--- src/rtl/pcu_pkg.sv ---
package pcu_pkg;

  typedef enum logic [2:0] {
    SRC_ALU     = 3'b000,
    SRC_ALUREG  = 3'b001,
    SRC_JUMP    = 3'b010,
    SRC_HANDLER = 3'b011,
    SRC_EPC     = 3'b100
  } pcSrcT;

  typedef struct packed {
    logic  pcLoad;
    logic  epcLoad;
    logic  causeLoad;
    pcSrcT src;
    logic  srcValid;
  } pcuStrobeT;

endpackage

--- src/rtl/pcu_ctrl.sv ---
module pcu_ctrl
  import pcu_pkg::*;
(
  input  logic       pcWrite,
  input  logic       pcWriteCond,
  input  logic       branchNe,
  input  logic       aluZero,
  input  logic [2:0] pcSrc,
  input  logic       epcWrite,
  input  logic       causeWrite,
  output pcuStrobeT  strobes
);

  logic branchTaken;
  logic srcKnown;

  // branch condition: zero flag, or its inverse for not-equal
  assign branchTaken = branchNe ? ~aluZero : aluZero;

  always_comb begin
    srcKnown = 1'b0;
    case (pcSrc)
      SRC_ALU, SRC_ALUREG, SRC_JUMP, SRC_HANDLER, SRC_EPC: srcKnown = 1'b1;
      default: srcKnown = 1'b0;
    endcase
  end

  always_comb begin
    strobes           = '0;
    strobes.src       = pcSrcT'(pcSrc);
    strobes.srcValid  = srcKnown;
    strobes.pcLoad    = srcKnown & (pcWrite | (pcWriteCond & branchTaken));
    strobes.epcLoad   = epcWrite;
    strobes.causeLoad = causeWrite;
  end

endmodule

--- src/rtl/pcu_dpath.sv ---
module pcu_dpath
  import pcu_pkg::*;
#(
  parameter int DATA_W  = 32,
  parameter int INDEX_W = 26,
  parameter int CAUSE_W = 1,
  parameter logic [DATA_W-1:0] HANDLER_ADDR = 32'hC000_0000
) (
  input  logic               clk,
  input  logic               rst,
  input  pcuStrobeT          strobes,
  input  logic [DATA_W-1:0]  aluResult,
  input  logic [DATA_W-1:0]  aluOut,
  input  logic [INDEX_W-1:0] instrIndex,
  input  logic [CAUSE_W-1:0] intCause,
  output logic [DATA_W-1:0]  pcQ,
  output logic [DATA_W-1:0]  epcQ,
  output logic [DATA_W-1:0]  causeQ
);

  localparam int UPPER_W = DATA_W - INDEX_W - 2;

  logic [DATA_W-1:0]  jumpTarget;
  logic [DATA_W-1:0]  nextPc;
  logic [CAUSE_W-1:0] causeCode;

  assign jumpTarget = {pcQ[DATA_W-1 -: UPPER_W], instrIndex, 2'b00};

  always_comb begin
    nextPc = pcQ;
    case (strobes.src)
      SRC_ALU:     nextPc = aluResult;
      SRC_ALUREG:  nextPc = aluOut;
      SRC_JUMP:    nextPc = jumpTarget;
      SRC_HANDLER: nextPc = HANDLER_ADDR;
      SRC_EPC:     nextPc = epcQ;
      default:     nextPc = pcQ;
    endcase
  end

  always_ff @(posedge clk) begin
    if (rst) begin
      pcQ       <= '0;
      epcQ      <= '0;
      causeCode <= '0;
    end else begin
      if (strobes.pcLoad)    pcQ       <= nextPc;
      if (strobes.epcLoad)   epcQ      <= aluResult;
      if (strobes.causeLoad) causeCode <= intCause;
    end
  end

  generate
    if (CAUSE_W < DATA_W) begin : gCausePad
      assign causeQ = {{(DATA_W-CAUSE_W){1'b0}}, causeCode};
    end else begin : gCauseFull
      assign causeQ = causeCode[DATA_W-1:0];
    end
  endgenerate

endmodule

--- src/rtl/pc_unit.sv ---
module pc_unit
  import pcu_pkg::*;
#(
  parameter int DATA_W  = 32,
  parameter int INDEX_W = 26,
  parameter int CAUSE_W = 1,
  parameter logic [DATA_W-1:0] HANDLER_ADDR = 32'hC000_0000
) (
  input  logic               clk,
  input  logic               rst,
  input  logic [DATA_W-1:0]  aluResult,
  input  logic [DATA_W-1:0]  aluOut,
  input  logic [INDEX_W-1:0] instrIndex,
  input  logic               aluZero,
  input  logic               pcWrite,
  input  logic               pcWriteCond,
  input  logic               branchNe,
  input  logic [2:0]         pcSrc,
  input  logic               epcWrite,
  input  logic               causeWrite,
  input  logic [CAUSE_W-1:0] intCause,
  output logic [DATA_W-1:0]  pc,
  output logic [DATA_W-1:0]  epc,
  output logic [DATA_W-1:0]  cause
);

  pcuStrobeT strobes;

  pcu_ctrl uCtrl (
    .pcWrite    (pcWrite),
    .pcWriteCond(pcWriteCond),
    .branchNe   (branchNe),
    .aluZero    (aluZero),
    .pcSrc      (pcSrc),
    .epcWrite   (epcWrite),
    .causeWrite (causeWrite),
    .strobes    (strobes)
  );

  pcu_dpath #(
    .DATA_W      (DATA_W),
    .INDEX_W     (INDEX_W),
    .CAUSE_W     (CAUSE_W),
    .HANDLER_ADDR(HANDLER_ADDR)
  ) uDpath (
    .clk       (clk),
    .rst       (rst),
    .strobes   (strobes),
    .aluResult (aluResult),
    .aluOut    (aluOut),
    .instrIndex(instrIndex),
    .intCause  (intCause),
    .pcQ       (pc),
    .epcQ      (epc),
    .causeQ    (cause)
  );

endmodule

--- config.mk ---
export PLATFORM = sky130hd
export DESIGN_NAME = pc_unit
export DESIGN_NICKNAME = d
export VERILOG_FILES = /design/src/rtl/pcu_pkg.sv /design/src/rtl/pcu_ctrl.sv /design/src/rtl/pcu_dpath.sv /design/src/rtl/pc_unit.sv
export SDC_FILE = /design/constraint.sdc
export NUM_CORES = 1
export LEC_CHECK = 0
export ABC_CLOCK_PERIOD_IN_PS = 4800
export BUFFER_PORTS_ARGS = -buffer_cell sky130_fd_sc_hd__buf_2
export CAP_MARGIN = 25
export CORE_AREA = 5 5 105 107
export DETAILED_ROUTE_END_ITERATION = 8
export DIE_AREA = 0 0 110 112
export GPL_ROUTABILITY_DRIVEN = 0
export GPL_TIMING_DRIVEN = 0
export PLACE_DENSITY = 0.7
export SYNTH_ARGS = -nofsm -noshare
export SYNTH_HDL_FRONTEND = slang
export SYNTH_HIERARCHICAL = 1
export SYNTH_SLANG_ARGS = --single-unit
export TNS_END_PERCENT = 100
--- constraint.sdc ---
create_clock -name clk -period 4.8 [get_ports clk]
set_clock_uncertainty 0.05 [all_clocks]
set_input_delay 0.96 -clock clk [delete_from_list [all_inputs] [get_ports clk]]
set_output_delay 0.96 -clock clk [all_outputs]
set_load 0.01 [all_outputs]
* Word-level counts from Yosys, hierarchy flattened
Cells that the tools add are included.
Word-level totals: flip-flop bits (word level) 65, latch bits 0, memory bits (writable) 0, memory bits (read-only) 0, bits of input ports 102, output and inout port bits 96, logic and storage cells 22, memories kept 0
Operators by class: add/subtract/negate cells 0, $mul 0, div/mod/pow operators 0, magnitude comparators 0, equality and inequality tests 4, shift operators 0, mux-type cells 3, bitwise operators 5, reductions and logical operators 6
Operators by type and width (number):
- one-hot mux 32 bit (5 select lines) | 1
- equality test 3 x 2 -> 1 bit, second input constant | 2
- nonzero test 5 bit | 1
- OR reduction 5 bit | 1
- nonzero test 4 bit | 1
- equality test 3 x 1 -> 1 bit, second input constant | 1
- equality test 3 bit, second input constant | 1
- zero test 3 bit | 1
- AND reduction 3 bit | 1
- bitwise AND 1 bit | 2
- two-way mux 1 bit | 2
- NOT 1 bit | 2
- AND reduction 2 bit | 1
- OR 1 bit | 1

* Logic depth before layout (Yosys ltp)
Gate-level depths: netlist of run 1.
word-level depth 6, mapped depth 7, depth with buffers taken out 6

* Hierarchy
Netlist of run 1, hierarchy kept.
By module, submodules not included:
- pcu_dpath | instances 1, cells an instance 434, area an instance 3784.9 um2, sequential area each 1301.2 um2
- pcu_ctrl | instances 1, cells an instance 10, area an instance 78.8 um2, sequential area each 0.0 um2

* Least setup slack after synthesis of run 1
No wires, ideal clock.
path kind input to register, from input port pcSrc[1], to register uDpath.pcQ[21], setup time 0.143 ns, arrival time 2.048 ns, data required time 4.607 ns, setup slack 2.559 ns, stages 6, path buffers 2, path through o21ai_2 > o211a_1 > clkbuf_1 > clkbuf_1 > o21a_1 > a211oi_2
RTL lines:
- start: declaration | RTL line pc_unit.sv:18 | input logic [2:0] pcSrc,
- end signal: assignment | RTL line pcu_dpath.sv:47 | if (strobes.pcLoad) pcQ <= nextPc;
- end: declaration | RTL line pcu_dpath.sv:16 | output logic [DATA_W-1:0] pcQ,

==> results of run 1 <==
## registers in the layout, indices dropped and copies added (netlist names)
register / count
uDpath/causeCode: 1
uDpath/epcQ: 32
uDpath/pcQ: 32
## per-layer routing
metal	vias to the layer above	part of all wire	track usage
met2	189	0.48	0.373
met5	-	0	0
met4	0	0.015	0.0715
met1	1821	0.41	0.270
met3	21	0.095	0.0568
li1	1916	-	-
## power by group
group	switching (mW)	internal (mW)
registers	0.0263	0.580
logic	0.214	0.175
clock network	0.223	0.201
total	0.463	0.956
## cell type report
type,count,area (µm²)
clock buffers,10,138
repair buffers,163,816
flip-flops and latches,65,1300
multi-input cells,324,2170
fillers,1001,4910
clock inverters,6,43.8
well taps,136,170
inverters,6,22.5
plain buffers,78,474
## worst max-delay path, cell delays in order
cell	delay, ns
buf_2	0.10
xor2_1	0.14
o211a_1	0.21
clkbuf_1	0.44
clkbuf_1	0.48
o21a_1	0.22
a211oi_2	0.06
## placed cells by master (no fill, tap or decap), types with 2 or more instances in the layout
cell        count
a211oi_1        8
a211oi_2       20
a21o_1          3
a21oi_1        12
a221oi_1        2
a22oi_1        25
a2bb2oi_1       2
a311oi_1        2
buf_1           2
buf_2         179
buf_4          37
buf_6           3
clkbuf_1       20
clkbuf_8       10
clkinvlp_4      4
conb_1         31
dfxtp_1        65
inv_1           6
mux2i_1        33
nand2_1         2
nor2_1         63
nor2b_1        31
o21a_1         52
o21ai_0         5
o22ai_1        26
or2_1           2
## per-stage QoR
| stage | cell area, µm² | worst slack, ns | util | power (mW) |
|---|---|---|---|---|
| 2_1_floorplan | 3970 | 2.56 | - | 0.859 |
| 3_3_place_gp | 4950 | 1.97 | 0.493 | 0.995 |
| 3_5_place_dp | 4950 | 1.98 | 0.493 | 1.00 |
| 4_1_cts | 5140 | 2.34 | 0.511 | 1.43 |
| 5_1_grt | 5140 | 2.17 | 0.511 | 1.49 |
| 6_report | 5140 | 2.31 | 0.511 | 1.42 |
## worst paths after layout
kind | endpoint | cells past startpoint | from | slack, ns
worst max-delay path | uDpath/pcQ[22]$_SDFFE_PP0P_ | 7 | branchNe | 2.31
worst min-delay path | uDpath/pcQ[31]$_SDFFE_PP0P_ | 2 | uDpath/pcQ[31]$_SDFFE_PP0P_ | 0.41
worst max register to register | uDpath/pcQ[0]$_SDFFE_PP0P_ | 3 | uDpath/epcQ[0]$_SDFFE_PP0P_ | 3.76
worst min register to register | uDpath/pcQ[31]$_SDFFE_PP0P_ | 2 | uDpath/pcQ[31]$_SDFFE_PP0P_ | 0.41
==> qor.yml, run 1 <==
clock_network:
  tritoncts: "yes"
  insertion_delay_ns: 0.34
  htreeDepth: 3
  path_clk_slew_ns: 0.08
  cts.sinks: 65
  cts_hold_buf: 0
  cts_root_buf: "clkbuf_8"
  cts_made_buffers: 9
  post_cts_resized: 0
  cts_buffer_depth: 2
  postCtsSetupRepairBufs: 0
timing:
  hold_violations: 0
  fmaxAchievable_mhz: 401
  min_period_ns: 2.49
  setup_viol_count_final: 0
  worst_slew_pin_slew_ns: 0.824
  post-route-period-util: 0.519
  slew_viol_final: 0
  holdWs_ns: 0.411
  fin_setup_tns_ns: 0
  slew-limit-headroom: 0.450
  rsz0062_at_grt: "no"
power_and_ir_drop:
  leakage_nw: 2.44
  p_per_area_nw_per_um2: 276
  ir_drop_mv: 0.193
placement:
  port_buffers: 163
  hpwl_um: 10700
  placedCellCount: 772
layout:
  nets: 749
  layout-drive-gt1-share: 0.396
  syn_to_final_growth_pct: 33.2
  diodes: 0
  stdcell_count: 788
worst_setup_path:
  crit_type: "in -> reg"
  required_ns: 4.94
  crit_arrival_ns: 2.63
  cp_max_fo: 10
  worstSetupStartpointType: "input pin"
  end_kind: "register"
floorplanning:
  fp.dieH_um: 112
  placementRows: 37
  start_util: 0.384
  die_w_um: 110
  die_area_um2: 12300
  core_um2: 10000
  ios: 198
synthesis:
  yosys_warnings: 6
  postSynthCellCount: 443
  syn_area_um2: 3860
  syn_avg_cell_area_um2: 8.70
drt:
  routed_wl_um: 14000
  drtIter0Drc: 167
  dr.pass1.iters: 5
  dr_total_vias: 3947
  ant_nets: 0
  routedWlPerCell_um: 17.7
  via_per_inst: 5.01
  drc: 0
global_route:
  grt_max_degree: 13
  gr-usage-all-layers: 0.221
  grt_pass1_vias: 4071
  grt_first_pass_wirelength_um: 21000
  grt_antenna_before_repair: 0
  grt.overflow.total: 0
hold_path:
  min_path_type: "reg -> reg"
outcome:
  status: "finished, final reports clean"
run:
  drv_cap: 0
No activity file was read; power rests on OpenSTA's default activity.
==> run 2, diff against run 1 <==
- ABC_CLOCK_PERIOD_IN_PS: 4800 -> 2050
- PLACE_DENSITY: 0.7 -> 0.73
- clock period: 4.8 -> 2.05 ns (I/O delays scaled with it)
==> run 2 against run 1 <==
Against the previous run:
- worst setup slack lost 2.3 ns
- global-route usage up 0.77 points
- core utilization increased by 0.15 points
- register-to-register slack got worse by 2.8 ns
- design area increased by 0.29%
- die area unchanged
- via count up 2.2%
- total power grew 140%
==> qor.yml, run 2 (synthesized netlist as in run 1, its figures left out) <==
outcome:
  status: "finished, final reports clean"
floorplanning:
  die_w_um: 110
  die_area_um2: 12300
  placementRows: 37
  fp.dieH_um: 112
  core_um2: 10000
  ios: 198
  start_util: 0.384
worst_setup_path:
  worst_path_largest_cell_delay_ns: 0.49
  reg2reg_depth: 3
  crit_type: "in -> reg"
  cp_max_fo: 10
  cp.depth: 7
  end_kind: "register"
  critPathTopFamily: "buffers and inverters"
  worstSetupStartpointType: "input pin"
  slowest_stage: "clkbuf_1"
  critPathBufInv: 3
  cp_common_cell: "clkbuf_1"
  crit_arrival_ns: 2.15
  required_ns: 2.19
  crit_chain: "buf_2 -> xor2_1 -> o211a_1 -> clkbuf_1 -> clkbuf_1 -> o21a_1 -> a211oi_2"
timing:
  setup_viol_count_final: 0
  hold_violations: 0
  post-route-period-util: 0.978
  fin_setup_tns_ns: 0
  rsz0062_at_grt: "no"
  fmaxAchievable_mhz: 499
  worst_slew_pin_slew_ns: 0.795
  slew_viol_final: 0
  slew-limit-headroom: 0.470
  holdWs_ns: 0.262
  min_period_ns: 2.00
global_route:
  grt_pass1_vias: 4081
  grt_antenna_before_repair: 1
  grt.overflow.total: 0
  gr-usage-all-layers: 0.229
  grt_first_pass_wirelength_um: 21600
  grt_max_degree: 11
clock_network:
  tritoncts: "yes"
  insertion_delay_ns: 0.35
  cts_hold_buf: 0
  htreeDepth: 3
  cts.sinks: 65
  cts_buffer_depth: 2
  cts_root_buf: "clkbuf_8"
  cts_made_buffers: 9
  path_clk_slew_ns: 0.07
drt:
  via_per_inst: 5.13
  dr_total_vias: 4034
  ant_nets: 0
  dr.pass1.iters: 5
  routed_wl_um: 14400
  routedWlPerCell_um: 18.3
  drc: 0
  drtIter0Drc: 283
run:
  drv_cap: 0
layout:
  largestRegisters: "uDpath/epcQ x32, uDpath/pcQ x32, uDpath/causeCode x1"
  mostFrequentLayoutCell: "buf_2"
  nets: 749
  regArea_um2: 1300
  final_cell_mix: "179 x buf_2, 65 x dfxtp_1, 63 x nor2_1, 52 x o21a_1, 37 x buf_4"
  n_fill_cell: 977
  layout-drive-gt1-share: 0.395
  multi_input_area_um2: 2170
  diodes: 0
  syn_to_final_growth_pct: 33.6
placement:
  port_buffers: 163
  hpwl_um: 10700
hold_path:
  min_path_type: "in -> reg"
  worst_hold_path.num_cells: 3
power_and_ir_drop:
  leakage_nw: 2.47
  ir_drop_mv: 0.362
  p_per_area_nw_per_um2: 671
run 2: changes by cell type in the layout (fill, tap and decap cells not counted):
cell | previous run | this run
clkinv_2 | 1 | 2
clkinvlp_4 | 4 | 0
clkinv_4 | 1 | 0
clkbuf_8 | 10 | 11
clkbuf_2 | 0 | 1
bufinv_16 | 0 | 1
run 2: per-layer routing:
layer,up-vias,share of wire,global-route usage
li1,1915,-,-
met5,-,0.00090,0
met1,1881,0.40,0.284
met2,212,0.48,0.373
met3,24,0.10,0.0632
met4,2,0.019,0.0840
run 2: final cells by class:
type                            instances  area share
Multi-Input combinational cell        324       0.421
Sequential cell                        65       0.253
Timing Repair Buffer                  163       0.158
Buffer                                 78      0.0923
Tap cell                              136      0.0330
Clock buffer                           12      0.0301
Clock inverter                          3     0.00777
Inverter                                6     0.00437
run 2: timing repair:
action,in CTS,in global routing
buffers inserted,0,0
resized for setup,0,2
endpoints found under the setup margin,0,10
run 2: through the flow:
| step | cells | utilization | area [µm²] | setup slack (ns) | power [mW] |
|---|---|---|---|---|---|
| floorplan | 473 | - | 3970 | 0.363 | 2.01 |
| global placement | 772 | 0.493 | 4950 | -0.231 | 2.33 |
| finish | 787 | 0.513 | 5150 | 0.0454 | 3.46 |
| detailed placement | 772 | 0.493 | 4950 | -0.284 | 2.35 |
| CTS | 787 | 0.513 | 5150 | 0.0894 | 3.47 |
| global route | 787 | 0.513 | 5150 | 0.00427 | 3.65 |
run 2: tightest hold or removal path: cells and delay by family:
kind | cells | cell delay [ns]
muxes | 1 | 0.06
buffers and inverters | 1 | 0.08
and+or+nand+nor | 1 | 0.07
run 2: report_power, final:
group / switching (mW) / internal, mW / total (mW)
Clock: 0.502 / 0.618 / 1.12
Sequential: 0.0607 / 1.36 / 1.42
Combinational: 0.509 / 0.410 / 0.919
run 2: final timing paths:
path	startpoint	to	slack, ns
setup / recovery	branchNe	uDpath/pcQ[2]$_SDFFE_PP0P_	0.05
hold / removal	intCause	uDpath/causeCode$_SDFFE_PP0P_	0.26
setup reg to reg	uDpath/epcQ[1]$_SDFFE_PP0P_	uDpath/pcQ[1]$_SDFFE_PP0P_	1.01
hold reg to reg	uDpath/pcQ[31]$_SDFFE_PP0P_	uDpath/pcQ[31]$_SDFFE_PP0P_	0.42
